<file path="src/rtl/rotimm_pkg.sv">
package rotimm_pkg;
    parameter int WORD_W = 32;
    parameter int PAY_W  = 8;
    parameter int NROT   = WORD_W / 2;
    parameter int ROT_W  = $clog2(NROT);

    typedef logic [WORD_W-1:0] word_t;
    typedef logic [PAY_W-1:0]  pay_t;
    typedef logic [ROT_W-1:0]  rot_t;

    // outcome of one rotation search over a single word
    typedef struct packed {
        logic hit;
        pay_t payload;
        rot_t rot;
    } match_t;

    // final verdict presented at the block edge
    typedef struct packed {
        logic fits;
        logic invert;
        pay_t payload;
        rot_t rot;
    } enc_t;

    // rotate right by an even amount given as a code
    function automatic word_t expand_code(pay_t p, rot_t r);
        word_t w;
        int unsigned sh;
        w  = word_t'(p);
        sh = 2 * int'(r);
        if (sh == 0) return w;
        return (w >> sh) | (w << (WORD_W - sh));
    endfunction
endpackage

</file>
<file path="src/rtl/rotimm_search.sv">
module rotimm_search
    import rotimm_pkg::*;
(
    input  word_t  value,
    output match_t found
);
    pay_t pay_by_rot [NROT];
    logic [NROT-1:0] hit_by_rot;

    // one lane per even rotation: undo the rotation, test the upper bits
    for (genvar g = 0; g < NROT; g++) begin : g_lane
        localparam int SH = 2 * g;
        word_t undone;
        if (SH == 0) begin : g_zero
            assign undone = value;
        end else begin : g_rot
            assign undone = {value[WORD_W-1-SH:0], value[WORD_W-1:WORD_W-SH]};
        end
        assign hit_by_rot[g] = ~|undone[WORD_W-1:PAY_W];
        assign pay_by_rot[g] = undone[PAY_W-1:0];
    end

    // smallest code wins: scan from the top so low codes overwrite
    always_comb begin
        found = '0;
        for (int g = NROT - 1; g >= 0; g--) begin
            if (hit_by_rot[g]) begin
                found.hit     = 1'b1;
                found.payload = pay_by_rot[g];
                found.rot     = rot_t'(g);
            end
        end
    end
endmodule

</file>
<file path="src/rtl/rotimm_select.sv">
module rotimm_select
    import rotimm_pkg::*;
(
    input  match_t direct,
    input  match_t inverse,
    output enc_t   verdict
);
    always_comb begin
        verdict = '0;
        if (direct.hit) begin
            verdict.fits    = 1'b1;
            verdict.payload = direct.payload;
            verdict.rot     = direct.rot;
        end else if (inverse.hit) begin
            verdict.fits    = 1'b1;
            verdict.invert  = 1'b1;
            verdict.payload = inverse.payload;
            verdict.rot     = inverse.rot;
        end
    end
endmodule

</file>
<file path="src/rtl/rotimm_encoder.sv">
module rotimm_encoder
    import rotimm_pkg::*;
(
    input  logic              clk,
    input  logic              rst,
    input  logic              in_valid,
    input  logic [WORD_W-1:0] in_value,
    output logic              out_valid,
    output logic              out_fits,
    output logic              out_invert,
    output logic [PAY_W-1:0]  out_payload,
    output logic [ROT_W-1:0]  out_rot
);
    match_t m_direct, m_inverse;
    enc_t   verdict_d, verdict_q;
    logic   valid_q;

    rotimm_search u_direct  (.value(in_value),  .found(m_direct));
    rotimm_search u_inverse (.value(~in_value), .found(m_inverse));
    rotimm_select u_select  (.direct(m_direct), .inverse(m_inverse), .verdict(verdict_d));

    always_ff @(posedge clk) begin
        if (rst) begin
            valid_q   <= 1'b0;
            verdict_q <= '0;
        end else begin
            valid_q <= in_valid;
            if (in_valid) verdict_q <= verdict_d;
        end
    end

    assign out_valid   = valid_q;
    assign out_fits    = verdict_q.fits;
    assign out_invert  = verdict_q.invert;
    assign out_payload = verdict_q.payload;
    assign out_rot     = verdict_q.rot;


    strobe_follows_input_chk: assert property (@(posedge clk) disable iff (rst)
        out_valid == $past(in_valid));


    direct_roundtrip_chk: assert property (@(posedge clk) disable iff (rst)
        (out_valid && out_fits && !out_invert) |->
            (expand_code(out_payload, out_rot) == $past(in_value)));


    inverted_roundtrip_chk: assert property (@(posedge clk) disable iff (rst)
        (out_valid && out_invert) |->
            (out_fits && (~expand_code(out_payload, out_rot) == $past(in_value))));


    small_constant_chk: assert property (@(posedge clk) disable iff (rst)
        (out_valid && ($past(in_value) < 32'd256)) |->
            (out_fits && !out_invert && out_rot == '0 &&
             word_t'(out_payload) == $past(in_value)));


    pool_fields_clear_chk: assert property (@(posedge clk) disable iff (rst)
        !out_fits |-> (!out_invert && out_payload == '0 && out_rot == '0));


    hold_when_idle_chk: assert property (@(posedge clk) disable iff (rst)
        !$past(in_valid) |->
            ($stable(out_fits) && $stable(out_invert) &&
             $stable(out_payload) && $stable(out_rot)));
endmodule

</file>
<file path="config.mk">
export PLATFORM = sky130hd
export DESIGN_NAME = rotimm_encoder
export DESIGN_NICKNAME = d
export VERILOG_FILES = /design/src/rtl/rotimm_pkg.sv /design/src/rtl/rotimm_search.sv /design/src/rtl/rotimm_select.sv /design/src/rtl/rotimm_encoder.sv
export SDC_FILE = /design/constraint.sdc
export NUM_CORES = 1
export LEC_CHECK = 0
export BUFFER_PORTS_ARGS = -buffer_cell sky130_fd_sc_hd__buf_4
export CORE_AREA = 2 2 97 99
export DETAILED_ROUTE_END_ITERATION = 7
export DIE_AREA = 0 0 99 101
export HOLD_SLACK_MARGIN = 0.12
export PLACE_DENSITY = 0.8
export SLEW_MARGIN = 10
export SYNTH_ARGS = -nofsm -noshare
export SYNTH_HDL_FRONTEND = slang
export SYNTH_SLANG_ARGS = --single-unit
</file>
<file path="constraint.sdc">
create_clock -name clk -period 2.4 [get_ports clk]
set_clock_uncertainty 0.1 [all_clocks]
set_input_delay 0 -clock clk [delete_from_list [all_inputs] [get_ports clk]]
set_output_delay 0 -clock clk [all_outputs]
set_load 0.05 [all_outputs]
</file>
==> results of run 1 <==
[through the flow]
stage | TNS, ns | hold slack [ns] | setup WS, ns | instances
after CTS | -0.03004 | 0.2062 | -0.01980 | 1107
after detailed placement | -2.413 | 0.1302 | -0.3898 | 1101
after global placement | -1.140 | 0.1266 | -0.2418 | 1101
after floorplan | 0 | 0.1019 | 0.06505 | 792
[kinds of logic after synthesis]
family	after synthesis
and+or+nand+nor	426
AOI/OAI and AO/OA	265
buffers and inverters	86
DFF	15
[metal layers]
metal / overflow / track usage [%]
met5: 0 / 40.00
met3: 1 / 65.40
met2: 52 / 95.11
met1: 2 / 79.13
met4: 48 / 81.88
[synthesized netlist by cell type, types with 11 or more instances]
master    count
nand2_1      93
nor2_1       79
nand3_1      50
o21ai_0      48
clkbuf_1     47
nor3_1       46
nand4_1      40
a21oi_1      35
buf_2        21
nor4_1       20
o22ai_1      19
a31oi_1      17
and3_1       16
dfxtp_1      15
a221oi_1     14
and4_1       13
or4_1        13
o211ai_1     12
a211oi_1     11
inv_1        11
o221ai_1     11
[timing repair]
action                     in CTS
pin swaps                       2
setup endpoints to repair       4
hold endpoints to repair        7
hold buffers                    2
resized for setup               6
gates cloned                    0
==> out/metrics.cfg, run 1 <==
[synth]
yosys-mux-area-fraction_pct = 0
synth_top_family_by_area = simple AND/OR/NAND/NOR gates
syn_area_sq_mm = 0.004872
yosys.area.top_type_share_pct = 7.165
yosys_warnings = 0
synth-compound-area-share_pct = 38.32
synth_xor_area_share_pct = 0
syn_nets = 827
synth-seq-cells = 15
synth_top_area_cell = nand2_1
syn_inst = 792
synth_fa_ha_area_share_pct = 0
ys_async_sr_fraction_pct = 0
seq_area_frac_synth_pct = 6.163
ys_types = 77
yosys-top-cells-area = nand2_1 (7.2%), dfxtp_1 (6.2%), nor2_1 (6.1%)
synth-simple-area-share_pct = 47.95
ys.flop_type = dfxtp_1
synth_edf_count = 0
avgSynthCellArea_sq_um = 6.152

[placement]
dpl_cell_area_sq_mm = 0.006763
globalplace.congestion = 1.361
portBuffers = 49
dp_hpwl_mm = 21.61

[clock_tree]
cts_made_buffers = 3
post-cts-setup-buffers = 0
clkSinkCount = 15
cts_max_level = 1
clockRootBuffer = clkbuf_8
clk_path_buf_depth = 2

[floorplan]
num_io_pins = 50
num_rows = 35
die_y_um = 101
initial_core_util_pct = 54.27
die_x_um = 99

[global_route]
grt_max_degree = 24
grt.total_usage_pct = 79.99
grt-ovfl-total = 103

[status]
error = [ERROR GRT-0232] Routing congestion too high. Check the congestion heatmap in the GUI.
lastStage = global routing (5_1_grt)
outcome = aborted with a tool error

[timing]
crit_endpoint = out_payload[4]$_SDFFE_PP0P_/D
worst_endpoint_kind = register input

==> inputs of run 2 (changes only) <==
--- a/config.mk
+++ b/config.mk
@@ -6,11 +6,10 @@
 export NUM_CORES = 1
 export LEC_CHECK = 0
 export BUFFER_PORTS_ARGS = -buffer_cell sky130_fd_sc_hd__buf_4
-export CORE_AREA = 2 2 97 99
+export CORE_AREA = 2 2 114 116
 export DETAILED_ROUTE_END_ITERATION = 7
-export DIE_AREA = 0 0 99 101
-export HOLD_SLACK_MARGIN = 0.12
-export PLACE_DENSITY = 0.8
+export DIE_AREA = 0 0 116 118
+export PLACE_DENSITY_LB_ADDON = 0.15
 export SLEW_MARGIN = 10
 export SYNTH_ARGS = -nofsm -noshare
 export SYNTH_HDL_FRONTEND = slang
==> constraint.sdc (replaced) <==
create_clock -name clk -period 3.1 [get_ports clk]
set_clock_uncertainty 0.1 [all_clocks]
set_input_delay 0 -clock clk [delete_from_list [all_inputs] [get_ports clk]]
set_output_delay 0 -clock clk [all_outputs]
set_load 0.05 [all_outputs]
==> out/metrics.cfg, run 2 <==
[power]
p_clk_share_pct = 31.1
comb_power_share_pct = 45.1
p_switching_uw = 376.2
swShare_pct = 43.88
internal_power_uw = 481.1
ir_worst_vdd_mv = 0.1779
p_seq_share_pct = 23.8
p_per_area_mw_per_mm2 = 146.1
p_leak_uw = 0.002095

[synth]
syn_area_sq_mm = 0.004872  ; unchanged
syn_nets = 827  ; unchanged
synth_top_area_cell = nand2_1
yosys_warnings = 0  ; unchanged
yosys-top-cells-area = nand2_1 (7.2%), dfxtp_1 (6.2%), nor2_1 (6.1%)
synth-seq-cells = 15  ; unchanged
syn_inst = 792  ; unchanged
yosys.area.top_type_share_pct = 7.165  ; unchanged
ys_types = 77  ; unchanged
yosysMostFrequentCell = nand2_1
synth_edf_count = 0  ; unchanged
ys_async_sr_fraction_pct = 0  ; unchanged
avgSynthCellArea_sq_um = 6.152  ; unchanged
seq_area_frac_synth_pct = 6.163  ; unchanged
ys.flop_type = dfxtp_1
synth_commonest_cells = nand2_1 (93), nor2_1 (79), nand3_1 (50)

[timing]
hold_violations = 0
tns_ns = 0
layout_min_cycle_time_ns = 2.881
finalSetupViolations = 0
final.period_utilization_pct = 92.92
grt_setup_unrepaired = no
tightest_slew_ns = 0.6239
slew-limit-headroom_pct = 57.33
drv_slew = 0
fmax_ghz = 0.3472

[routing]
drt-total-wl_mm = 28.23
drcViolationCount = 0
final_antenna_net_count = 0
first_pass_iters = 6
wire_per_inst_um = 27.43
vias = 7731
viasPerCell = 7.513
drt-initial-drc-count = 1553

[setup_path]
worstPathRequired_ns = 3.17
endpoint_kind = flip-flop
crit_family = simple AND/OR/NAND/NOR gates
crit_fanout = 15
critical_path_class = input port to flip-flop
worst_ep_arrival_time_ns = 2.95
crit_slowest_cell = nor4_1
worst-path-buf-inv = 2
start_kind = input port
crit_chain = buf_4 -> nand4_1 -> nor4_1 -> buf_4 -> nand3_1 -> o22ai_1 -> o211ai_1 -> a2111oi_2 -> a31oi_1 -> o31ai_1
max_stage_delay_ns = 0.59
worst_path_most_repeated_cell = buf_4

[clock_tree]
clk_path_buf_depth = 2  ; unchanged
clkTransAtPathRegs_ns = 0.06
cts_max_level = 1  ; unchanged
clkSinkCount = 15  ; unchanged
clockRootBuffer = clkbuf_16
clk_latency_ns = 0.25
cts_made_buffers = 3  ; unchanged
cts_tree = yes
cts-resized-gates = 0  ; -6

[placement]
portBuffers = 49  ; unchanged
dp_hpwl_mm = 21.06  ; -2.6%
globalplace.congestion = 1.091  ; -20%

[layout]
final_layout_size_suffix_gt1_share_pct = 19.25
syn2layout_area_growth_pct = 20.42
final_cell_mix = buf_4 (135), nand2_1 (93), nor2_1 (79), nand3_1 (50), o21ai_0 (48)
final_common_cell = buf_4
largest_register_ffs = 8
finish.utilization_pct = 47.26
nets = 893
num_antenna_cells = 0

[global_route]
antenna_found_initial = 0
grt_pass1_wl_mm = 42.55
grt.total_usage_pct = 39.96
grt-ovfl-total = 0
grt_pass1_vias = 6907
grt_max_degree = 24

[min_path]
hp-class = input port to flip-flop

[floorplan]
num_rows = 41  ; +17%
num_io_pins = 50  ; unchanged
die-area_sq_mm = 0.01369
fp.coreArea_sq_mm = 0.01241
initial_core_util_pct = 39.25  ; -15 points
die_y_um = 118  ; +17%
die_x_um = 116  ; +17%

[status]
outcome = finished clean

[job]
cap_viol_max_count = 0

## run 2: path summary, 6_finish.rpt
kind	startpoint	endpoint	slack, ns	depth (start not counted)
max	in_value[22]	out_payload[1]	0.22	10
min	in_valid	out_invert	0.05	2
max reg2reg	out_payload[3]	out_payload[3]	1.25	7
min reg2reg	out_rot[3]	out_rot[3]	0.38	2
## run 2: cell families after synthesis
group / synth area share, %
simple gates: 47.95
compound gates: 38.32
buf+inv: 7.576
flops: 6.163
## run 2: cell type report
cell class / instances / area (sq um)
fill: 1334 / 6548
multi-input combinational: 691 / 4208
timing repair buffer: 136 / 1023
sequential: 15 / 300.3
tap: 172 / 215.2
clock buffer: 4 / 78.83
inverter: 11 / 41.29
## run 2: timing repair
action                                 CTS  global route
hold buffers                             1             0
endpoints found under the hold margin    6             0
buffers inserted                         0             0
## run 2: power by group through the flow
stage | combinational, uW | sequential, uW | clock [uW]
4_1_cts | 365 | 204 | 262
6_report | 387 | 204 | 266
5_1_grt | 394 | 204 | 274
3_3_place_gp | 366 | 208 | 0
2_1_floorplan | 173 | 231 | 0
3_5_place_dp | 363 | 208 | 0
## run 2: layer usage
metal,GRT usage (%),share of wire (%),vias up
met3,7.827,12,179
met5,0,0,-
met4,17.78,6.9,0
li1,-,-,3299
met2,60.71,43,731
met1,54.20,38,3522
## run 2: through the flow
| stage | power (uW) | instances | cell area, sq um | setup slack (ns) | hold WS (ns) |
|---|---|---|---|---|---|
| after global placement | 573.7 | 1024 | 5778 | 0.03233 | 0.1420 |
| after detailed placement | 570.7 | 1024 | 5778 | 0.06734 | 0.1472 |
| final | 857.3 | 1029 | 5867 | 0.2194 | 0.04767 |
| after CTS | 830.5 | 1029 | 5867 | 0.3161 | 0.03704 |
| after global routing | 873.0 | 1029 | 5867 | 0.07876 | 0.06205 |
| after floorplan | 404.3 | 792 | 4872 | 0.7651 | 0.1019 |
Note: power is estimated with default switching activity, not from simulation.
==> inputs of run 3 (changes only) <==
--- a/config.mk
+++ b/config.mk
@@ -10,6 +10,7 @@
 export DETAILED_ROUTE_END_ITERATION = 7
 export DIE_AREA = 0 0 116 118
 export PLACE_DENSITY_LB_ADDON = 0.15
+export REMOVE_ABC_BUFFERS = 1
 export SLEW_MARGIN = 10
 export SYNTH_ARGS = -nofsm -noshare
 export SYNTH_HDL_FRONTEND = slang
==> out/metrics.cfg, run 3 (synthesis results as in run 2) <==
[global_route]
met3_usage_pct = 10.76  ; +2.9 points
grt_pass1_vias = 7193  ; +4.1%
antenna_found_initial = 1  ; +1
grt_util_met1_pct = 51.57  ; -2.6 points
grt-ovfl-total = 0  ; unchanged
top_usage_layer = met2
grtUsageMet2_pct = 58.92  ; -1.8 points
grt.total_usage_pct = 39.45  ; -0.51 points
grt_pass1_wl_mm = 42.08  ; -1.1%
grt_max_degree = 24  ; unchanged

[setup_path]
crit_chain = buf_4 -> or4_1 -> buf_4 -> nor3_2 -> and2_1 -> a2111oi_0 -> a2111oi_0 -> buf_4 -> a2bb2oi_1 -> nand3_1
critical_path_class = input port to flip-flop
crit_family = simple AND/OR/NAND/NOR gates
endpoint_kind = flip-flop
max_stage_delay_ns = 0.60  ; about the same
start_kind = input port
worstPathRequired_ns = 3.12  ; -0.05 ns
worst_ep_arrival_time_ns = 2.95  ; about the same
worst-path-buf-inv = 3  ; +1
crit_fanout = 16  ; +1
crit_slowest_cell = or4_1
worst_path_most_repeated_cell = buf_4

[routing]
drcViolationCount = 0  ; unchanged
viasPerCell = 7.506  ; about the same
wire_per_inst_um = 26.91  ; -1.9%
vias = 7746  ; +0.19%
final_antenna_net_count = 0  ; unchanged
first_pass_iters = 6  ; unchanged
drt-total-wl_mm = 27.78  ; -1.6%
drt-initial-drc-count = 1599  ; +3.0%

[floorplan]
num_io_pins = 50  ; unchanged
num_rows = 41  ; unchanged
fp.coreArea_sq_mm = 0.01241  ; unchanged
die_x_um = 116  ; unchanged
die-area_sq_mm = 0.01369  ; unchanged
initial_core_util_pct = 39.25  ; unchanged
die_y_um = 118  ; unchanged

[placement]
globalplace.congestion = 1.217  ; +12%
dp_cells = 1027  ; +0.29%
dpl_cell_area_sq_mm = 0.005801  ; +0.39%
pre_cts_ws_ns = 0.03253  ; -0.03480 ns
portBuffers = 49  ; unchanged
dp_hpwl_mm = 21.09  ; +0.15%

[layout]
final_layout_size_suffix_gt1_share_pct = 19.65  ; +0.40 points
multi_input_area_sq_mm = 0.004208  ; unchanged
num-fill-cells = 1338  ; +0.30%
nets = 896  ; +0.34%
largest_register_ffs = 8  ; unchanged
final_common_cell = buf_4
finalInstanceArea_sq_mm = 0.005891  ; +0.41%
syn2layout_area_growth_pct = 20.90
final_cell_mix = buf_4 (138), nand2_1 (93), nor2_1 (79), nand3_1 (50), o21ai_0 (48)
layoutNonFillerInstCount = 1032  ; +0.29%
regArea_sq_um = 300.3  ; unchanged
num_antenna_cells = 0  ; unchanged

[clock_tree]
cts_made_buffers = 3  ; unchanged
clockRootBuffer = clkbuf_16
clkTransAtPathRegs_ns = 0.05  ; about the same
cts_hold_buffers = 1  ; unchanged
clk_latency_ns = 0.25  ; about the same
cts-resized-gates = 0  ; unchanged
cts_tree = yes
clk_path_buf_depth = 2  ; unchanged
cts_max_level = 1  ; unchanged
clkSinkCount = 15  ; unchanged
post-cts-setup-buffers = 0  ; unchanged

[timing]
tightest_slew_ns = 0.7685  ; +0.1446 ns
final.period_utilization_pct = 94.64  ; +1.7 points
finalSetupViolations = 0  ; unchanged
slew-limit-headroom_pct = 47.45  ; -9.9 points
hold_violations = 0  ; unchanged
grt_setup_unrepaired = no
fmax_ghz = 0.3409  ; -1.8%
layout_min_cycle_time_ns = 2.934  ; +0.05314 ns
fin_ws_ns = 0.1663  ; -0.05314 ns
tns_ns = 0  ; unchanged
drv_slew = 0  ; unchanged

[power]
p_leak_uw = 0.002110  ; +0.74%
p_per_area_mw_per_mm2 = 145.7  ; -0.32%
ir_worst_vdd_mv = 0.1589  ; -11%
power_uw = 858.0  ; about the same

[min_path]
hp-class = input port to flip-flop

[status]
outcome = finished clean

[job]
cap_viol_max_count = 0  ; unchanged

-- run 3: area by class of cell --
cell class                 instances  area share (%)
clock inverter                     1         0.08496
inverter                          11          0.7009
tap                              172           3.653
sequential                        15           5.098
multi-input combinational        691           71.43
clock buffer                       3           1.274
timing repair buffer             139           17.76
-- run 3: layer usage --
metal  part of all wire [%]  wire length [um]  vias to the layer above
met1                     36              9951                     3514
met2                     43             11860                      741
met5                  0.032                 9                        -
li1                       -                 -                     3311
met3                     15              4050                      178
met4                    6.9              1904                        2
-- run 3: worst reg2reg max path: cells and delay by family (launching register included) --
family	cells	cell delay (ns)
buf+inv	2	0.40
compound gates	2	0.51
simple gates	4	0.61
flops	1	0.32
-- run 3: stage by stage --
stage	util, %	hold slack (ns)
floorplan	-	-0.03093
global placement	46.72	0.1373
detailed placement	46.72	0.1412
CTS	47.45	0.03424
global route	47.45	0.05810
finish	47.45	0.03972
-- run 3: path summary, 6_finish.rpt --
kind / start / cells after the start / slack, ns / end
max: in_value[29] / 10 / 0.17 / out_payload[3]
min: in_valid / 2 / 0.04 / out_invert
max reg2reg: out_payload[3] / 8 / 1.10 / out_payload[3]
min reg2reg: out_fits / 2 / 0.38 / out_fits
-- run 3: report_power, final --
| part | internal [uW] | switching [uW] |
|---|---|---|
| clock network | 173 | 84.7 |
| logic | 111 | 285 |
| registers | 200 | 3.79 |
| total | 484 | 374 |
